[config.mk]
export PLATFORM = sky130hd
export DESIGN_NAME = dblwr_cfg_port
export DESIGN_NICKNAME = d
export VERILOG_FILES = /design/src/rtl/cfgp_pkg.sv /design/src/rtl/cfgp_seq.sv /design/src/rtl/cfgp_regfile.sv /design/src/rtl/cfgp_decode.sv /design/src/rtl/dblwr_cfg_port.sv
export SDC_FILE = /design/constraint.sdc
export NUM_CORES = 1
export LEC_CHECK = 0
export CORE_ASPECT_RATIO = 0.7
export CORE_MARGIN = 5
export CORE_UTILIZATION = 59
export CTS_BUF_LIST = sky130_fd_sc_hd__clkbuf_16
export DETAILED_ROUTE_END_ITERATION = 8
export GPL_TIMING_DRIVEN = 0
export HOLD_SLACK_MARGIN = 0.02
export PLACE_DENSITY = 0.8
export SYNTH_ARGS = -nofsm -noshare
export SYNTH_HDL_FRONTEND = slang
export SYNTH_SLANG_ARGS = --single-unit
[constraint.sdc]
create_clock -name clk -period 2.8 [get_ports clk]
set_clock_uncertainty 0.15 [all_clocks]
set_input_delay 0.56 -clock clk [delete_from_list [all_inputs] [get_ports clk]]
set_output_delay 0.56 -clock clk [all_outputs]
set_load 0.05 [all_outputs]
[src/rtl/cfgp_pkg.sv]
`timescale 1ns/1ps
package cfgp_pkg;

    localparam int DW      = 8;
    localparam int IDX_W   = 5;
    localparam int NREG    = 29;
    localparam int IO_W    = 10;
    localparam int IRQ_W   = 4;
    localparam int RD_TOP  = 28;

    localparam logic [IDX_W-1:0] R_ENA   = 5'h00;
    localparam logic [IDX_W-1:0] R_ADDR  = 5'h01;
    localparam logic [IDX_W-1:0] R_PWR   = 5'h02;
    localparam logic [IDX_W-1:0] R_ID    = 5'h08;
    localparam logic [IDX_W-1:0] R_PBASE = 5'h19;
    localparam logic [IDX_W-1:0] R_PCTL  = 5'h1B;
    localparam logic [IDX_W-1:0] R_IRQ   = 5'h1C;

    localparam logic [DW-1:0] ENA_MASK    = 8'h5F;
    localparam logic [DW-1:0] ENA_MAGIC   = 8'h08;
    localparam logic [DW-1:0] ENA_SUBST   = 8'h4B;
    localparam logic [DW-1:0] ID_VALUE    = 8'h70;
    localparam logic [DW-1:0] PBASE_INIT  = 8'hEF;
    localparam logic [DW-1:0] VOID_VALUE  = 8'hFF;

    typedef struct packed {
        logic [3:0]      ena;
        logic            fdc_alt;
        logic            all_off;
        logic [1:0]      par_sel;
        logic [1:0][1:0] ser_sel;
        logic [1:0]      uart_ext;
        logic            pbase_ovr;
        logic [DW-1:0]   pbase;
        logic            irq_ovr;
        logic [1:0]      irq_hi;
    } cfg_ctl_t;

    typedef struct packed {
        logic            en;
        logic [IO_W-1:0] base;
    } io_res_t;

    typedef struct packed {
        logic             en;
        logic [IO_W-1:0]  base;
        logic [IRQ_W-1:0] irq;
    } ser_res_t;

    function automatic logic [DW-1:0] reset_value(input int idx);
        case (idx)
            0:       return 8'h0B;
            1:       return 8'h01;
            3:       return 8'h01;
            5:       return 8'h0D;
            8:       return ID_VALUE;
            9:       return 8'hC0;
            11:      return 8'h80;
            15:      return 8'h1E;
            18:      return 8'h30;
            25:      return PBASE_INIT;
            default: return 8'h00;
        endcase
    endfunction

    function automatic logic [IO_W-1:0] uart_base(input logic [1:0] sel,
                                                   input logic [1:0] ext);
        logic [IO_W-1:0] b;
        case (sel)
            2'd0: b = 10'h3F8;
            2'd1: b = 10'h2F8;
            2'd2: case (ext)
                      2'd0: b = 10'h3E8;
                      2'd1: b = 10'h338;
                      2'd2: b = 10'h2E8;
                      default: b = 10'h220;
                  endcase
            default: case (ext)
                      2'd0: b = 10'h2E8;
                      2'd1: b = 10'h238;
                      2'd2: b = 10'h2E0;
                      default: b = 10'h228;
                  endcase
        endcase
        return b;
    endfunction

    function automatic logic [IRQ_W-1:0] uart_irq(input logic sel_odd,
                                                  input logic ovr,
                                                  input logic hi);
        if (ovr)
            return hi ? 4'd4 : 4'd3;
        return sel_odd ? 4'd3 : 4'd4;
    endfunction

endpackage

[src/rtl/cfgp_seq.sv]
`timescale 1ns/1ps
module cfgp_seq
    import cfgp_pkg::*;
(
    input  logic             clk,
    input  logic             rst,
    input  logic             req,
    input  logic             wr,
    input  logic             addr,
    input  logic [DW-1:0]    wdata,
    output logic [IDX_W-1:0] idx,
    output logic             commit
);

    logic armed;

    always_ff @(posedge clk) begin
        if (rst) begin
            idx   <= '0;
            armed <= 1'b0;
        end else if (req) begin
            if (!wr) begin
                armed <= 1'b0;
            end else if (!addr) begin
                idx   <= wdata[IDX_W-1:0];
                armed <= 1'b0;
            end else begin
                armed <= !armed;
            end
        end
    end

    assign commit = req && wr && addr && armed;

    // a lone data write opens the pair
    a_r2_open_pair: assert property (@(posedge clk) disable iff (rst)
        (req && wr && addr && !armed) |=> armed);

    // a committing write closes the pair
    a_r2_commit_closes: assert property (@(posedge clk) disable iff (rst)
        commit |=> !armed);

    // reads and index writes break a pair
    a_r3_break_pair: assert property (@(posedge clk) disable iff (rst)
        (req && (!wr || !addr)) |=> !armed);

endmodule

[src/rtl/cfgp_regfile.sv]
`timescale 1ns/1ps
module cfgp_regfile
    import cfgp_pkg::*;
(
    input  logic             clk,
    input  logic             rst,
    input  logic             commit,
    input  logic [IDX_W-1:0] idx,
    input  logic [DW-1:0]    wdata,
    input  logic             rd_data_port,
    output logic [DW-1:0]    rdata,
    output cfg_ctl_t         ctl
);

    localparam logic [IDX_W-1:0] LAST_IDX = IDX_W'(NREG - 1);
    localparam logic [IDX_W-1:0] VOID_IDX = IDX_W'(RD_TOP);

    logic [DW-1:0] rf_q [NREG];
    logic [DW-1:0] rf_d [NREG];

    always_comb begin
        for (int i = 0; i < NREG; i++)
            rf_d[i] = rf_q[i];
        if (commit && idx <= LAST_IDX && idx != R_ID) begin
            unique case (idx)
                R_ENA:
                    rf_d[R_ENA] = (wdata == ENA_MAGIC) ? ENA_SUBST
                                                       : (wdata & ENA_MASK);
                R_PBASE:
                    if (rf_q[R_PCTL][6])
                        rf_d[R_PBASE] = wdata;
                R_PCTL: begin
                    rf_d[R_PCTL] = wdata;
                    if (!wdata[6])
                        rf_d[R_PBASE] = PBASE_INIT;
                end
                default:
                    rf_d[idx] = wdata;
            endcase
        end
        rf_d[R_ID] = ID_VALUE;
    end

    always_ff @(posedge clk) begin
        for (int i = 0; i < NREG; i++) begin
            if (rst)
                rf_q[i] <= reset_value(i);
            else
                rf_q[i] <= rf_d[i];
        end
    end

    always_comb begin
        if (!rd_data_port)
            rdata = {{(DW-IDX_W){1'b0}}, idx};
        else if (idx >= VOID_IDX)
            rdata = VOID_VALUE;
        else
            rdata = rf_q[idx];
    end

    assign ctl.ena       = rf_q[R_ENA][3:0];
    assign ctl.fdc_alt   = rf_q[R_ENA][5];
    assign ctl.all_off   = rf_q[R_PWR][0];
    assign ctl.par_sel   = rf_q[R_ADDR][1:0];
    assign ctl.ser_sel   = {rf_q[R_ADDR][5:4], rf_q[R_ADDR][3:2]};
    assign ctl.uart_ext  = rf_q[R_ADDR][7:6];
    assign ctl.pbase_ovr = rf_q[R_PCTL][6];
    assign ctl.pbase     = rf_q[R_PBASE];
    assign ctl.irq_ovr   = rf_q[R_IRQ][0];
    assign ctl.irq_hi    = {rf_q[R_IRQ][6], rf_q[R_IRQ][2]};

    // while the parallel base is locked it holds its reload value
    a_r6_pbase_locked: assert property (@(posedge clk) disable iff (rst)
        !rf_q[R_PCTL][6] |-> (rf_q[R_PBASE] == PBASE_INIT));

    // masked bits of the enable register never become set
    a_r4_ena_masked: assert property (@(posedge clk) disable iff (rst)
        (rf_q[R_ENA] & ~ENA_MASK) == '0);

    // the identification register reads its fixed value
    a_r5_id_fixed: assert property (@(posedge clk) disable iff (rst)
        (rd_data_port && idx == R_ID) |-> (rdata == ID_VALUE));

endmodule

[src/rtl/cfgp_decode.sv]
`timescale 1ns/1ps
module cfgp_decode
    import cfgp_pkg::*;
(
    input  logic               clk,
    input  logic               rst,
    input  cfg_ctl_t           ctl,
    output io_res_t            par,
    output ser_res_t [1:0]     ser,
    output io_res_t            fdc
);

    logic live;
    assign live = !ctl.all_off;

    always_comb begin
        par.en = live && ctl.ena[0] && (ctl.par_sel != 2'd3);
        case (ctl.par_sel)
            2'd0:    par.base = 10'h378;
            2'd1:    par.base = ctl.pbase_ovr ? {ctl.pbase, 2'b00} : 10'h3BC;
            2'd2:    par.base = 10'h278;
            default: par.base = '0;
        endcase
    end

    for (genvar p = 0; p < 2; p++) begin : g_uart
        always_comb begin
            ser[p].en   = live && ctl.ena[1 + p];
            ser[p].base = uart_base(ctl.ser_sel[p], ctl.uart_ext);
            ser[p].irq  = uart_irq(ctl.ser_sel[p][0], ctl.irq_ovr, ctl.irq_hi[p]);
        end

        // only lines 3 and 4 are ever produced
        a_r9_irq_line: assert property (@(posedge clk) disable iff (rst)
            (ser[p].irq == 4'd3) || (ser[p].irq == 4'd4));
    end

    always_comb begin
        fdc.en   = live && ctl.ena[3];
        fdc.base = ctl.fdc_alt ? 10'h370 : 10'h3F0;
    end

    // power-down leaves every resource disabled
    a_r10_all_off: assert property (@(posedge clk) disable iff (rst)
        ctl.all_off |-> !(par.en || ser[0].en || ser[1].en || fdc.en));

endmodule

[src/rtl/dblwr_cfg_port.sv]
`timescale 1ns/1ps
module dblwr_cfg_port
    import cfgp_pkg::*;
(
    input  logic             clk,
    input  logic             rst,
    input  logic             req,
    input  logic             wr,
    input  logic             addr,
    input  logic [DW-1:0]    wdata,
    output logic [DW-1:0]    rdata,
    output logic             par_en,
    output logic [IO_W-1:0]  par_base,
    output logic             ser1_en,
    output logic [IO_W-1:0]  ser1_base,
    output logic [IRQ_W-1:0] ser1_irq,
    output logic             ser2_en,
    output logic [IO_W-1:0]  ser2_base,
    output logic [IRQ_W-1:0] ser2_irq,
    output logic             fdc_en,
    output logic [IO_W-1:0]  fdc_base
);

    logic [IDX_W-1:0] idx;
    logic             commit;
    cfg_ctl_t         ctl;
    io_res_t          par;
    ser_res_t [1:0]   ser;
    io_res_t          fdc;

    cfgp_seq u_seq (
        .clk    (clk),
        .rst    (rst),
        .req    (req),
        .wr     (wr),
        .addr   (addr),
        .wdata  (wdata),
        .idx    (idx),
        .commit (commit)
    );

    cfgp_regfile u_rf (
        .clk          (clk),
        .rst          (rst),
        .commit       (commit),
        .idx          (idx),
        .wdata        (wdata),
        .rd_data_port (addr),
        .rdata        (rdata),
        .ctl          (ctl)
    );

    cfgp_decode u_dec (
        .clk (clk),
        .rst (rst),
        .ctl (ctl),
        .par (par),
        .ser (ser),
        .fdc (fdc)
    );

    assign par_en    = par.en;
    assign par_base  = par.base;
    assign ser1_en   = ser[0].en;
    assign ser1_base = ser[0].base;
    assign ser1_irq  = ser[0].irq;
    assign ser2_en   = ser[1].en;
    assign ser2_base = ser[1].base;
    assign ser2_irq  = ser[1].irq;
    assign fdc_en    = fdc.en;
    assign fdc_base  = fdc.base;

    // the index port reads back the low bits of the last index write
    a_r1_index_echo: assert property (@(posedge clk) disable iff (rst)
        (req && wr && !addr) |=> (addr || (rdata == {3'b000, $past(wdata[IDX_W-1:0])})));

endmodule

## Yosys cells after proc, flatten, opt, wreduce, memory -nomap -nowiden

Memories as Yosys holds them, arrays and structs flattened. A register that Yosys moved wholly into a read port is not among the register bits.
Cells that the tools add are included.

| cells by class | value |
|---|---|
| bitwise logic cells | 31 |
| $mul | 0 |
| $lt $le $gt $ge | 4 |
| shift-type cells | 0 |
| equality and inequality tests | 13 |
| divide/modulo/power cells | 0 |
| $add $sub $neg | 0 |
| reduce and logical (&&, ||, !) cells | 22 |
| mux-type cells | 77 |

Operators with widths:

| operator | count |
|---|---|
| 8-bit 2-to-1 mux | 47 |
| 232-bit bitwise mux | 1 |
| 232-bit 2-to-1 mux | 1 |
| 192-bit 2-to-1 mux | 1 |
| 10-bit case mux with 3 select lines | 3 |
| 8-bit case mux with 3 select lines | 2 |
| 8-bit demux with 5-bit select | 1 |
| 8-bit case mux with 2 select lines | 2 |
| 1-bit OR | 29 |
| 9-bit case mux with 3 select lines | 1 |
| 4-bit 2-to-1 mux | 4 |
| 3-bit 2-to-1 mux | 4 |
| 1-bit logical AND | 11 |
| 5-bit equality test (second input constant) | 2 |
| 10-bit 2-to-1 mux | 1 |
| 5-bit 2-to-1 mux | 2 |
| 2-bit by 1-bit equality test with 1-bit output (second input constant) | 4 |
| 2-bit equality test (second input constant) | 4 |
| 8-bit by 4-bit equality test with 1-bit output (second input constant) | 1 |
| 2-bit logical NOT | 4 |
| 7-bit 2-to-1 mux | 1 |
| 6-bit greater-or-equal comparator (second input constant) | 1 |
| 6-bit by 1-bit < comparator with 1-bit output (second input constant) | 1 |
| 1-bit 2-to-1 mux | 6 |
| other kinds (11) | 13 |

| word-level totals | value |
|---|---|
| register bits after elaboration | 6 |
| memory bits (read-only) | 0 |
| input bits | 13 |
| bits in writable memories | 232 |
| bits in latches | 0 |
| memories | 1 |

Memory list:

| name | depth | bits a word | rd ports | clocked after Yosys merged registers in | write ports | RTL line | source |
|---|---|---|---|---|---|---|---|
| u_rf.rf_q | 29 | 8 | 30 | 1 | 29 | cfgp_regfile.sv:18 | `logic [DW-1:0] rf_q [NREG];` |

## Longest topological paths before layout

Gate-level depths: netlist (run 1).

| logic depth | value |
|---|---|
| depth in word-level cells | 9 |
| mapped depth | 8 |

## Cells and area by module

Synthesis (run 1) repeated with hierarchy kept, for this count alone.

| unflattened totals | value |
|---|---|
| cell total of the unflattened synthesis | 1167 |
| area, all modules | 10776.6 µm² |

Modules (own cells, without submodules):

| module | area an instance (µm²) | instances | cells each |
|---|---|---|---|
| cfgp_regfile | 10067.2 | 1 | 1070 |
| cfgp_decode | 422.9 | 1 | 69 |
| cfgp_seq | 286.5 | 1 | 28 |

## Worst setup path after synthesis (run 1)

OpenSTA, ideal clock, no wires.

| timing path | value |
|---|---|
| path type | reg-to-output |
| start | register (tool-made name) |
| end | output rdata[7] |
| required time | 2.090 ns |
| stages on the path, launching flop included | 8 |
| buffers on the path | 3 |
| path slack | -0.228 ns |
| arrival | 2.318 ns |
| cell sequence | dfxtp_1 -> buf_4 -> buf_6 -> buf_2 -> nor3_1 -> a2111oi_0 -> or3b_2 -> a31oi_1 |

RTL lines:

| what | RTL line | source |
|---|---|---|
| end, declared | dblwr_cfg_port.sv:11 | `output logic [DW-1:0] rdata,` |

==> out/metrics.yaml, run 1 <==
run_status:
  status: "complete, but fails checks"
  violations: "negative setup slack"
worst_setup_path:
  critPathKind: "register to output pin"
  r2r_cells: 6
  start_kind: "register"
  critPathArrivalTime_ns: 2.57
  worstPathMaxFanout: 10
  cp.required_ns: 2.09
  end_kind: "output pin"
logic_synthesis:
  ys_warn_count: 0
  synth_top_family_by_area: "multiplexers"
  synthMuxAreaShare_pct: 26.3
  ys.flop_type: "dfxtp_1"
  synth_area_per_cell_sq_um: 9.75
  synthSimpleGateAreaFrac_pct: 15.2
  synth-compound-area-share_pct: 9.46
  synth_fa_ha_area_share_pct: 0
  synth_xor_xnor_area_share_pct: 0.160
  yosysUniqueCellTypes: 55
  synth_cells: 1126
  synth_area_sq_mm: 0.0110
  synth_edf_count: 0
  synth_seq_cells: 235
  async_flop_share_pct: 0
  yosysSeqAreaShare_pct: 42.9
layout:
  drive_above_1_share_pct: 18.7
  syn_to_final_growth_pct: 18.5
  n_antenna_cell: 0
  nNetsFinal: 1240
  fillers: 1327
  final_core_util_pct: 71.6
  layout.cells.non_filler: 1476
detailed_routing:
  ant_nets: 0
  firstDrtPassIters: 8
  routed_wl_um: 34400
  wire_per_inst_um: 23.3
  drtIter0Drc: 1319
  route.detailed.drc: 0
  routed_via_density: 6.27
  vias: 9252
timing:
  period_needed_ns: 3.28
  setup_slack_ns: -0.482
  slew_viol_final: 0
  setup_viol: 8
  rsz0062_at_grt: "yes"
  slew_headroom_pct: 42.8
  fin_crit_sh_pct: 117
  hold_viol: 0
  fmax_mhz: 305
  tightest_slew_ns: 0.858
hold_path:
  holdCritPathClass: "register to register"
  hold_depth: 2
grt:
  grt_use_met2_pct: 45.7
  grt_use_met3_pct: 8.01
  grt_pass1_wl_um: 51500
  grt_max_degree: 16
  grt_pass1_vias: 8723
  gr-usage-met1_pct: 44.7
  grtUsageTotal_pct: 31.1
  grt_overflow: 0
  antenna_found_initial: 0
  top_usage_layer: "met2"
floorplan:
  coreArea_sq_mm: 0.0182
  dieWidth_um: 173
  fp.dieArea_sq_mm: 0.0215
  io_pins: 73
  start_util_pct: 60.4
  num_rows: 41
  die-height_um: 124
place:
  placedCellCount: 1429
  place_congestion: 0.997
  port_buffers: 46
  place_hpwl_um: 23900
  pre_cts_ws_ns: -1.15
pwr:
  powerDensity_mw_per_mm2: 521
  p_leak_nw: 4.44
  switching_share_pct: 25.9
  clkPwrFrac_pct: 41.5
  p_int_mw: 5.02
  ir_drop_v: 0.000442
  power_frac_comb_pct: 8.9
  seq_power_share_pct: 49.5
  p_sw_mw: 1.75
  total_power_mw: 6.77
clock_network:
  clockBufferDepth: 3
  cts-root-buf: "clkbuf_16"
  cts_tree: "done"
  h-tree-depth: 1
  cts_made_buffers: 23
  clk_latency_ns: 0.52
  cts.sinks: 235
  cts_hold_buf: 0
  clk_pin_slew_ns: 0.07
job:
  max_cap_viol_count: 0
[worst max-delay path: stages, from the launching register on]
cell and delay, ns:
dfxtp_1 0.33, buf_4 0.19, buf_8 0.18, mux2i_1 0.25, nor3_1 0.06, a2111oi_0 0.51, or3b_4 0.27, a31oi_2 0.06
buf_6 0.20
[synth_stat cells (all sizes together) (2+ instances only)]
| library cell | count | area (sq um) |
|---|---|---|
| o31a | 3 | 26.3 |
| o211ai | 2 | 15.0 |
| nand2 | 58 | 220 |
| nor3 | 12 | 60.1 |
| mux2 | 12 | 135 |
| a21oi | 47 | 235 |
| clkbuf | 60 | 225 |
| nor2 | 220 | 967 |
| dfxtp | 235 | 4700 |
| a211o | 12 | 105 |
| a211oi | 5 | 37.5 |
| xor2 | 2 | 17.5 |
| o21ai | 50 | 250 |
| nand3 | 9 | 57.6 |
| mux2i | 185 | 1850 |
| o22ai | 5 | 31.3 |
| nand4 | 3 | 18.8 |
| and4 | 2 | 17.5 |
| a2111oi | 2 | 17.5 |
| a221oi | 3 | 26.3 |
| or3 | 2 | 12.5 |
| a22oi | 4 | 30.0 |
| a31oi | 8 | 50.1 |
| conb | 2 | 7.51 |
| and3 | 2 | 12.5 |
| a22o | 5 | 43.8 |
| nand3b | 7 | 65.1 |
| o32ai | 5 | 43.8 |
| and2 | 2 | 12.5 |
| inv | 9 | 33.8 |
| nand2b | 5 | 31.3 |
| o221ai | 5 | 43.8 |
| nor2b | 19 | 119 |
| or3b | 3 | 26.3 |
| buf | 64 | 392 |
| a21o | 2 | 15.0 |
| mux4 | 40 | 901 |
| o21bai | 8 | 60.1 |
[layout by cell type (no fill, tap or decap), drive strengths merged, types with 7 or more instances in the layout]
cell / n
nor2b: 19
nor3: 12
clkbuf: 82
dlygate4sd2: 17
a21oi: 47
nor2: 220
mux2: 12
nand3: 9
a211o: 12
dfxtp: 235
nand2: 58
a31oi: 8
buf: 82
o21bai: 8
clkinv: 12
mux2i: 185
nand3b: 7
clkdlybuf4s50: 17
conb: 23
mux4: 40
inv: 11
o21ai: 50
[kinds of logic (layout without fill, tap and decap cells)]
kind of cell,after synthesis,count (layout)
AO/OA/AOI/OAI,167,167
XOR/XNOR,2,2
buffers and inverters,134,227
flip-flops,235,235
multiplexers,237,237
other,2,23
AND/OR/NAND/NOR,349,349
[what timing repair did]
item                                   in CTS  in global routing
gates resized for setup                   144                 34
setup endpoints to repair                  25                 12
buffers inserted                            2                  7
pin swaps                                   2                 10
gates cloned                                0                  1
endpoints found under the hold margin       0                  0
[layout make-up]
class,instances,area (sq um),area share (%)
multi-input combinational,778,5970,45.9
timing repair buffer,56,564,4.34
tap,236,295,2.27
clock inverter,15,76.3,0.587
clock buffer,23,576,4.43
buffer,123,769,5.92
sequential,235,4710,36.2
inverter,10,40.0,0.308
[power groups by stage]
stage	registers [mW]	clock network, mW	logic [mW]
detailed placement	3.43	0	0.523
floorplan	3.43	0	0.352
global placement	3.43	0	0.519
finish	3.35	2.81	0.604
CTS	3.35	2.80	0.560
global route	3.35	2.96	0.619
[path summary, 6_finish.rpt]
kind	slack, ns	start	to
hold reg to reg	0.33	u_rf.rf_q[7][4]	u_rf.rf_q[7][4]
hold / removal	0.33	u_rf.rf_q[7][4]	u_rf.rf_q[7][4]
setup / recovery	-0.48	register	rdata[7]
setup reg to reg	0.47	u_seq.armed	u_rf.rf_q[3][4]
[registers in the layout, summed over array words and instances, names as in the netlist, named ones only]
register / count
u_seq.armed: 1
u_rf.rf_q: 224
u_seq.idx: 5
[per-stage QoR]
stage	area, sq um	hold slack (ns)	TNS, ns
2_1_floorplan	11100	0.295	0
3_3_place_gp	11800	0.307	-15.45
5_1_grt	13000	0.341	-3.54
4_1_cts	12800	0.326	-3.19
6_report	13000	0.326	-3.35
3_5_place_dp	11800	0.317	-19.82
[metal layers]
| layer | vias to the layer above | routed length, um |
|---|---|---|
| li1 | 4099 | - |
| met1 | 4381 | 14200 |
| met2 | 663 | 14200 |
| met3 | 109 | 4620 |
| met4 | 0 | 1310 |
| met5 | - | 0 |
Note: power is estimated with default switching activity, not from simulation.
==> run 2: changes to the inputs <==
CTS_BUF_LIST = sky130_fd_sc_hd__clkbuf_4 sky130_fd_sc_hd__clkbuf_8 sky130_fd_sc_hd__clkbuf_16   (was sky130_fd_sc_hd__clkbuf_16)
TNS_END_PERCENT = 100   (was unset)
==> run 2 against run 1 <==
Effect of this change:
- the run still ends with negative setup slack left
- highest routed layer unchanged
- first-iteration DRC count down 4.9%
- combinational power down 2%
- count of clock-buffer cells in the layout up 6
==> out/metrics.yaml, run 2 (synthesized netlist as in run 1, its figures left out) <==
layout:
  final_common_cell: "dfxtp_1"  # unchanged
  syn_to_final_growth_pct: 17.7  # was 18.5%
  fillers: 1348  # was 1,327
  largest_reg_flops: 224  # unchanged
  nNetsFinal: 1234  # was 1,240
  layout.cells.non_filler: 1470  # was 1,476
  drive_above_1_share_pct: 18.6  # was 18.7%
  n_antenna_cell: 0  # unchanged
  final_cell_mix: "dfxtp_1 (234), nor2_1 (194), mux2i_1 (185), nand2_1 (56), clkbuf_1 (53)"  # was dfxtp_1 (233), nor2_1 (194), mux2i_1 (185), nand2_1 (56), clkbuf_1 (53)
  reg.largest.list: "u_rf.rf_q (224), u_seq.idx (5), u_seq.armed (1)"  # unchanged
  top_register: "u_rf.rf_q"  # unchanged
clock_network:
  cts_made_buffers: 23  # unchanged
  clockBufferDepth: 3  # unchanged
  cts_tree: "done"  # unchanged
  cts_hold_buf: 0  # unchanged
  h-tree-depth: 1  # unchanged
  cts.sinks: 235  # unchanged
  clk_latency_ns: 0.52  # about the same
  clk_pin_slew_ns: 0.07  # about the same
  cts-root-buf: "clkbuf_16"  # unchanged
grt:
  grt_pass1_wl_um: 51600  # was 51,500 um
  grt_overflow: 0  # unchanged
  grt_max_degree: 16  # unchanged
  antenna_found_initial: 0  # unchanged
  grtUsageTotal_pct: 31.2  # was 31.1%
  grt_pass1_vias: 8724  # was 8,723
detailed_routing:
  drtIter0Drc: 1254  # was 1,319
  route.detailed.drc: 0  # unchanged
  routed_wl_um: 34300  # was 34,400 um
  ant_nets: 0  # unchanged
  wire_per_inst_um: 23.3  # about the same
  vias: 9232  # was 9,252
  routed_via_density: 6.28  # was 6.27
  firstDrtPassIters: 6  # was 8
pwr:
  p_leak_nw: 4.43  # was 4.44 nW
  p_int_mw: 5.16  # was 5.02 mW
  clkPwrFrac_pct: 42.9  # was 41.5%
  seq_power_share_pct: 48.6  # was 49.5%
  ir_drop_v: 0.000443  # was 0.000442 V
  powerDensity_mw_per_mm2: 534  # was 521 mW/mm^2
  p_sw_mw: 1.75  # about the same
  power_frac_comb_pct: 8.6  # was 8.9%
  switching_share_pct: 25.3  # was 25.9%
worst_setup_path:
  r2r_cells: 6  # unchanged
  start_kind: "register"  # unchanged
  end_kind: "output pin"  # unchanged
  reg2reg_setup_slack_ns: 0.48  # was 0.47 ns
  slowest_stage: "mux4_2"  # was a2111oi_0
  critPathArrivalTime_ns: 2.55  # was 2.57 ns
  critPathMaxStageDelay_ns: 0.55  # was 0.51 ns
  r2r_end: "u_rf.rf_q[3][4]"  # unchanged
  crit_chain: "buf_12 -> buf_12 -> mux4_2 -> a22o_1 -> o32ai_4 -> a31oi_2 -> buf_6"  # was buf_4 -> buf_8 -> mux2i_1 -> nor3_1 -> a2111oi_0 -> or3b_4 -> a31oi_2 -> buf_6
  rr_startpoint: "u_seq.armed"  # unchanged
  cp_top_family: "compound AO/OA/AOI/OAI gates"  # was buffers and inverters
  cp.required_ns: 2.09  # about the same
  worstPathMaxFanout: 8  # was 10
  crit_end: "rdata[0]"  # was rdata[7]
  cp.depth: 7  # was 8
  cp_num_buf_inv: 3  # unchanged
  path_common_cell: "buf_12"
  critPathKind: "register to output pin"  # unchanged
timing:
  hold_viol: 0  # unchanged
  slew_viol_final: 0  # unchanged
  slew_headroom_pct: 42.3  # was 42.8%
  setup_slack_ns: -0.464  # was -0.482 ns
  fmax_mhz: 306  # was 305 MHz
  rsz0062_at_grt: "yes"  # unchanged
  setup_viol: 8  # unchanged
  tightest_slew_ns: 0.866  # was 0.858 ns
  period_needed_ns: 3.26  # was 3.28 ns
  fin_crit_sh_pct: 117  # about the same
run_status:
  status: "complete, but fails checks"  # unchanged
  violations: "negative setup slack"  # unchanged
place:
  pre_cts_ws_ns: -1.15  # unchanged
  port_buffers: 46  # unchanged
  place_hpwl_um: 23900  # unchanged
  placedCellCount: 1429  # unchanged
  place_congestion: 0.997  # unchanged
floorplan:
  coreArea_sq_mm: 0.0182  # unchanged
  start_util_pct: 60.4  # unchanged
  die-height_um: 124  # unchanged
  num_rows: 41  # unchanged
  fp.dieArea_sq_mm: 0.0215  # unchanged
  io_pins: 73  # unchanged
  dieWidth_um: 173  # unchanged
job:
  max_cap_viol_count: 0  # unchanged
hold_path:
  holdCritPathClass: "register to register"  # unchanged
-- run 2: changes by cell type in the layout (fill, tap and decap cells not counted), moves of 2 or more --
cell	previous run	this run
clkbuf_8	0	5
clkinv_1	5	0
buf_4	39	36
a21oi_1	46	44
a21oi_2	1	3
and3_1	0	2
and3_4	2	0
o22ai_2	0	2
o22ai_4	2	0
-- run 2: timing repair --
item	4_1_cts	5_1_grt
pin swaps	2	8
resized for setup	145	18
gates cloned	0	0
setup endpoints to repair	25	12
buffers inserted	2	2
-- run 2: stage by stage --
step                power [mW]  util, %  setup TNS (ns)  area, sq um  hold slack (ns)
floorplan                 3.78        -               0        11100            0.295
global placement          3.95     65.2          -15.45        11800            0.307
detailed placement        3.95     65.2          -19.82        11800            0.317
CTS                       6.87     70.7           -3.18        12800            0.326
global route              7.07     71.1           -3.63        12900            0.344
finish                    6.90     71.1           -3.36        12900            0.326
-- run 2: cell type report --
class	count	area [sq um]	share of cell area [%]
Sequential cell	235	4710	36.4
Inverter	10	38.8	0.300
Tap cell	236	295	2.29
Timing Repair Buffer	50	498	3.85
Clock buffer	29	652	5.05
Clock inverter	9	53.8	0.416
Multi-Input combinational cell	778	5920	45.8
Buffer	123	753	5.83
-- run 2: worst min path at each step --
stage                startpoint                to  slack (ns)  cells after the start
2_1_floorplan  u_rf.rf_q[25][4]  u_rf.rf_q[25][4]        0.29                      2
3_3_place_gp    u_rf.rf_q[4][6]   u_rf.rf_q[4][6]        0.31                      2
3_5_place_dp    u_rf.rf_q[0][7]   u_rf.rf_q[0][7]        0.32                      1
4_1_cts         u_rf.rf_q[4][2]   u_rf.rf_q[4][2]        0.33                      2
5_1_grt         u_rf.rf_q[0][7]   u_rf.rf_q[0][7]        0.34                      1
6_report        u_rf.rf_q[4][2]   u_rf.rf_q[4][2]        0.33                      2
-- run 2: tightest hold or removal path, cell delays in order (launching register included) --
cell and delay (ns):
dfxtp_1 0.30, o21ai_0 0.06, a21oi_1 0.06
-- run 2: per-layer routing --
metal / GRT usage [%] / up-vias / wire [um]
met5: 0 / - / 0
met4: 11.0 / 0 / 1190
met3: 8.01 / 104 / 4350
met2: 45.7 / 627 / 14200
met1: 44.9 / 4423 / 14600
li1: - / 4078 / -
-- run 2: power by group through the flow --
stage	logic (mW)	registers, mW	clock network [mW]
after floorplan	0.352	3.43	0
after global placement	0.519	3.43	0
after detailed placement	0.523	3.43	0
after CTS	0.560	3.35	2.96
after global routing	0.603	3.35	3.12
final	0.590	3.35	2.96
